### src/rtl/comma_align_pkg.sv
package comma_align_pkg;

    // Comma code, bit i is the i-th bit in arrival order: 0,0,1,1,1,1,1
    localparam int unsigned COMMA_LEN = 7;
    localparam logic [COMMA_LEN-1:0] COMMA_CODE = 7'b1111100;

    typedef enum logic [0:0] {
        FR_PLAIN  = 1'b0,
        FR_MARKED = 1'b1
    } frame_state_t;

endpackage

### src/rtl/bit_window.sv
module bit_window #(
    parameter int unsigned WIN_W = 20
) (
    input  logic             clk,
    input  logic             rst_n,
    input  logic             bit_en,
    input  logic             rx_bit,
    output logic [WIN_W-1:0] win_next
);

    logic [WIN_W-1:0] win_q;

    // Newest bit enters at the top; the oldest sits at bit 0
    assign win_next = bit_en ? {rx_bit, win_q[WIN_W-1:1]} : win_q;

    always_ff @(posedge clk or negedge rst_n) begin
        if (!rst_n) begin
            win_q <= '0;
        end else if (bit_en) begin
            win_q <= win_next;
        end
    end

endmodule

### src/rtl/comma_match.sv
module comma_match #(
    parameter int unsigned WIN_W = 20,
    parameter int unsigned PAT_W = 7,
    parameter logic [PAT_W-1:0] PATTERN = 7'b1111100
) (
    input  logic [WIN_W-1:0] win,
    output logic             hit
);

    localparam int unsigned BASE = WIN_W - PAT_W;

    logic [PAT_W-1:0] bit_eq;

    // Compare the newest PAT_W bits, oldest of them against PATTERN[0]
    for (genvar i = 0; i < PAT_W; i++) begin : g_cmp
        assign bit_eq[i] = (win[BASE+i] == PATTERN[i]);
    end

    assign hit = &bit_eq;

endmodule

### src/rtl/word_framer.sv
module word_framer
    import comma_align_pkg::*;
#(
    parameter int unsigned WORD_W = 20,
    parameter int unsigned PAT_W  = 7
) (
    input  logic              clk,
    input  logic              rst_n,
    input  logic              bit_en,
    input  logic              align_en,
    input  logic              hit,
    input  logic [WORD_W-1:0] win_next,
    output logic [WORD_W-1:0] word_out,
    output logic              word_valid,
    output logic              comma_flag
);

    localparam int unsigned CNT_W = $clog2(WORD_W);
    localparam logic [CNT_W-1:0] LAST_POS = CNT_W'(WORD_W - 1);
    localparam logic [CNT_W-1:0] RESTART  = CNT_W'(PAT_W);

    frame_state_t     state_q, state_nx;
    logic [CNT_W-1:0] cnt_q, cnt_nx;
    logic             realign;
    logic             emit;

    // A comma always restarts the count at PAT_W; when it was already aligned
    // the count was PAT_W-1 and this equals a plain increment.
    assign realign = bit_en & align_en & hit;
    assign emit    = bit_en & ~realign & (cnt_q == LAST_POS);

    always_comb begin
        state_nx = state_q;
        unique case (state_q)
            FR_PLAIN: begin
                if (realign) begin
                    state_nx = FR_MARKED;
                end
            end
            FR_MARKED: begin
                if (realign) begin
                    state_nx = FR_MARKED;
                end else if (emit) begin
                    state_nx = FR_PLAIN;
                end
            end
            default: state_nx = FR_PLAIN;
        endcase
    end

    always_comb begin
        if (realign) begin
            cnt_nx = RESTART;
        end else if (emit) begin
            cnt_nx = '0;
        end else if (bit_en) begin
            cnt_nx = cnt_q + 1'b1;
        end else begin
            cnt_nx = cnt_q;
        end
    end

    // State register
    always_ff @(posedge clk or negedge rst_n) begin
        if (!rst_n) begin
            state_q <= FR_PLAIN;
            cnt_q   <= '0;
        end else begin
            state_q <= state_nx;
            cnt_q   <= cnt_nx;
        end
    end

    // Outputs
    always_ff @(posedge clk or negedge rst_n) begin
        if (!rst_n) begin
            word_out   <= '0;
            word_valid <= 1'b0;
            comma_flag <= 1'b0;
        end else begin
            word_valid <= emit;
            comma_flag <= emit && (state_q == FR_MARKED);
            if (emit) begin
                word_out <= win_next;
            end
        end
    end

endmodule

### src/rtl/comma_word_aligner.sv
module comma_word_aligner
    import comma_align_pkg::*;
#(
    parameter int unsigned WORD_W = 20
) (
    input  logic              clk,
    input  logic              rst_n,
    input  logic              bit_en,
    input  logic              rx_bit,
    input  logic              align_en,
    output logic [WORD_W-1:0] word_out,
    output logic              word_valid,
    output logic              comma_flag
);

    logic [WORD_W-1:0] win_next;
    logic              comma_hit;

    bit_window #(.WIN_W(WORD_W)) u_window (
        .clk      (clk),
        .rst_n    (rst_n),
        .bit_en   (bit_en),
        .rx_bit   (rx_bit),
        .win_next (win_next)
    );

    comma_match #(
        .WIN_W   (WORD_W),
        .PAT_W   (COMMA_LEN),
        .PATTERN (COMMA_CODE)
    ) u_match (
        .win (win_next),
        .hit (comma_hit)
    );

    word_framer #(
        .WORD_W (WORD_W),
        .PAT_W  (COMMA_LEN)
    ) u_framer (
        .clk        (clk),
        .rst_n      (rst_n),
        .bit_en     (bit_en),
        .align_en   (align_en),
        .hit        (comma_hit & bit_en),
        .win_next   (win_next),
        .word_out   (word_out),
        .word_valid (word_valid),
        .comma_flag (comma_flag)
    );

endmodule

### config.mk
export PLATFORM = sky130hd
export DESIGN_NAME = comma_word_aligner
export DESIGN_NICKNAME = d
export VERILOG_FILES = /design/src/rtl/comma_align_pkg.sv /design/src/rtl/bit_window.sv /design/src/rtl/comma_match.sv /design/src/rtl/word_framer.sv /design/src/rtl/comma_word_aligner.sv
export SDC_FILE = /design/constraint.sdc
export NUM_CORES = 1
export LEC_CHECK = 0
export BUFFER_PORTS_ARGS = -buffer_cell sky130_fd_sc_hd__buf_2
export CORE_MARGIN = 3
export CORE_UTILIZATION = 45
export CTS_BUF_LIST = sky130_fd_sc_hd__clkbuf_16
export CTS_CLUSTER_DIAMETER = 200
export DETAILED_ROUTE_END_ITERATION = 8
export HOLD_SLACK_MARGIN = 0.15
export PLACE_DENSITY = 0.73
export SLEW_MARGIN = 20
export SYNTH_ARGS = -nofsm -noshare
export SYNTH_HDL_FRONTEND = slang
export SYNTH_SLANG_ARGS = --single-unit
### constraint.sdc
create_clock -name clk -period 1.8 [get_ports clk]
set_clock_uncertainty 0.05 [all_clocks]
set_input_delay 0.09 -clock clk [delete_from_list [all_inputs] [get_ports clk]]
set_output_delay 0.09 -clock clk [all_outputs]
set_load 0.005 [all_outputs]
==> qor.tcl <==
set qor(outcome) {finished, final reports clean}
set qor(worst_slew_margin_rel_pct) 61.80
set qor(drtPass1Iterations) 4
set qor(cts_post_setup_buffers_inserted) 0
set qor(worst_path_setup_slack_after_routing_ns) 0.1198
set qor(placementRows) 23
set qor(htree_levels) 2
set qor(post-route-cell-area_mm2) 0.002430
set qor(finalCritPeriodShare_pct) 93.35
set qor(vdd.ir_drop.worst_v) 0.0008603
set qor(first_global_vias) 1179
set qor(fin_crit_ns) 1.680
set qor(number_of_antenna_violations_at_the_first_check_in_global_routing) 0
set qor(grt_resource_usage_total_pct) 14.77
set qor(cts.clk_slew.worst_paths_ns) 0.06
set qor(p_int_mw) 2.783
set qor(globalRoute.totalOverflow) 0
set qor(layout.nets) 165
set qor(post-dp-hpwl_um) 2427
set qor(grt_pass1_wl_um) 5858
set qor(crit_path_end_kind) {flop}
set qor(cts-buffers-inserted) 5
set qor(clkLatencyLatePin_ns) 0.28
set qor(power_frac_clock_pct) 26.7
set qor(utilization_pct) 58.23
set qor(fmaxAchievable_mhz) 595.2
set qor(die_width_um) 73.24
set qor(synth-edff-count) 0
set qor(rd_place_congestion) 0.7108
set qor(worst-slew-pin-transition_ns) 0.5730
set qor(switching_share_pct) 27.04
set qor(critical_path_required_ns) 1.92
set qor(drv_cap) 0
set qor(detailroute.via_count) 1101
set qor(floorplan.initialDensity_pct) 48.76
set qor(final-max-slew-violation-count) 0
set qor(power.share.combinational_pct) 27.2
set qor(hold_viol) 0
set qor(grt_setup_unrepaired) {no}
set qor(layout-area-overhead-vs-synth_pct) 19.43
set qor(yosys.cell_types.count) 29
set qor(total_switching_power_mw) 1.031
set qor(drc) 0
set qor(timing.critical_path.arrival_ns) 1.80
set qor(critPathLaunchType) {flop}
set qor(synth_top_cells_by_count) {48 x sky130_fd_sc_hd__dfrtp_1, 23 x sky130_fd_sc_hd__mux2_2, 17 x sky130_fd_sc_hd__mux2_4}
set qor(hold_class) {primary input to flop}
set qor(ant_nets) 0
set qor(synth.most_common_cell) {sky130_fd_sc_hd__dfrtp_1}
set qor(cts_root_buffer) {sky130_fd_sc_hd__clkbuf_16}
set qor(num_io_pins) 27
set qor(grt_max_degree) 26
set qor(power_density_mw_per_mm2) 1570
set qor(power_leakage_nw) 1.246
set qor(antennaDiodeCount) 0
set qor(cts_tree) {built}
set qor(critical_path_peak_fanout) 23
set qor(setup_total_neg_slack_ns) 0
set qor(placed_cell_area_mm2) 0.002246
set qor(synthCells) 125
set qor(final_layout_size_suffix_gt1_share_pct) 51.25
set qor(detail_route.wl_per_cell_um) 16.62
set qor(synth.area.top_cells) {sky130_fd_sc_hd__dfrtp_1 59%, sky130_fd_sc_hd__mux2_2 13%, sky130_fd_sc_hd__mux2_4 13%}
set qor(cts.path.max_buffers) 2
set qor(netlist_area_mm2) 0.002034
set qor(cell_type_with_the_highest_aggregate_area_in_the_netlist) {sky130_fd_sc_hd__dfrtp_1}
set qor(fp.coreArea_mm2) 0.004173
set qor(synth_area_per_cell_um2) 16.28
set qor(fp.dieH_um) 73.24
set qor(power_frac_seq_pct) 46.0
set qor(ys.warnings.count) 0
set qor(post_layout_nonfiller_instances) 210
set qor(fp.dieArea_mm2) 0.005364
set qor(ctsResizeCount) 0
set qor(async_flop_share_pct) 100.0
set qor(synth_top_cell_area_share_pct) 59.04
set qor(first_iter_violations) 50
set qor(critPathKind) {flop to flop}
set qor(seq_area_frac_synth_pct) 59.04
set qor(routed_wl_um) 3491
set qor(vias_per_cell) 5.243
set qor(postSynthNetCount) 131
set qor(count_of_final_setup_violators) 0
set qor(yosys_most_used_dff) {sky130_fd_sc_hd__dfrtp_1}
set qor(detailedPlace.worstSlack_ns) 0.1316
set qor(dp_cells) 200
set qor(clock_sink_count) 48
set qor(synth.ff_latch_count) 48
set qor(placement.io_buffers) 26
==> cells in the final DEF, fill, tap and decap left out, types with 2 or more instances in the layout <==
| cell | n |
|---|---|
| sky130_fd_sc_hd__mux2_2 | 23 |
| sky130_fd_sc_hd__nand4b_4 | 2 |
| sky130_fd_sc_hd__nor2b_1 | 2 |
| sky130_fd_sc_hd__dlygate4sd3_1 | 2 |
| sky130_fd_sc_hd__inv_1 | 5 |
| sky130_fd_sc_hd__dfrtp_1 | 48 |
| sky130_fd_sc_hd__clkbuf_16 | 5 |
| sky130_fd_sc_hd__o22a_1 | 2 |
| sky130_fd_sc_hd__a22o_1 | 2 |
| sky130_fd_sc_hd__buf_12 | 3 |
| sky130_fd_sc_hd__mux2_4 | 17 |
| sky130_fd_sc_hd__o21ai_0 | 3 |
| sky130_fd_sc_hd__buf_2 | 26 |
| sky130_fd_sc_hd__nor2_1 | 2 |
==> path summary, 6_finish.rpt <==
check	to	cells after the start	startpoint	slack, ns
min reg2reg	u_framer.comma_flag	2	u_framer.state_q	0.45
min in group asynchronous	u_window.win_q[18]	2	rst_n	0.29
min	u_framer.cnt_q[3]	4	align_en	0.20
max reg2reg	u_framer.word_out[12]	5	u_framer.cnt_q[0]	0.12
max	u_framer.word_out[12]	5	u_framer.cnt_q[0]	0.12
max in group asynchronous	u_window.win_q[2]	3	rst_n	0.89
==> worst max-delay path, cell delays in order, from the launching register on <==
cell	delay, ns
sky130_fd_sc_hd__dfrtp_1	0.41
sky130_fd_sc_hd__ha_1	0.23
sky130_fd_sc_hd__and2_1	0.19
sky130_fd_sc_hd__o211ai_4	0.09
sky130_fd_sc_hd__buf_12	0.22
sky130_fd_sc_hd__mux2_2	0.35
==> metal layers <==
metal,track usage (%),wire [µm],up-vias
met5,0,0,-
met4,5.533,58,0
met3,5.234,138,6
met2,24.43,1765,17
li1,-,-,519
met1,17.59,1529,559
==> sequential cells by signal, indices dropped and copies added (netlist names) <==
signal	count
u_framer.word_out	20
u_window.win_q	20
u_framer.cnt_q	5
u_framer.comma_flag	1
u_framer.state_q	1
u_framer.word_valid	1
==> final cells by class <==
class	count	area [µm²]
clock buffers	5	125.1
clock inverters	3	38.79
fillers	320	1743
inverters	4	15.01
multi-input cells	68	769.5
flip-flops and latches	48	1201
well taps	50	62.56
repair buffers	32	217.7
==> logic make-up after synthesis <==
family | Yosys count | synth area share, %
flops | 48 | 59.04
mux | 40 | 25.28
compound gates | 13 | 5.351
fa+ha+maj | 1 | 0.6149
simple gates | 14 | 6.581
buf+inv | 9 | 3.136
==> stage by stage <==
stage,hold slack (ns),power [mW]
floorplan,-0.2556,2.421
detailed placement,0.06732,2.830
CTS,0.1964,3.873
global route,0.2276,4.037
finish,0.2022,3.815
global placement,0.06109,2.738
==> power groups by stage <==
| stage | Clock (mW) | Combinational (mW) | Sequential (mW) |
|---|---|---|---|
| final | 1.02 | 1.04 | 1.76 |
| after global placement | 0 | 0.996 | 1.74 |
| after global routing | 1.08 | 1.14 | 1.82 |
| after detailed placement | 0 | 1.05 | 1.78 |
| after CTS | 1.05 | 1.07 | 1.76 |
| after floorplan | 0 | 0.694 | 1.73 |
==> timing repair <==
action | 4_1_cts | 5_1_grt
hold buffers | 2 | 0
setup endpoints to repair | 0 | 0
endpoints found under the hold margin | 24 | 0
Note: power is estimated with default switching activity, not from simulation.
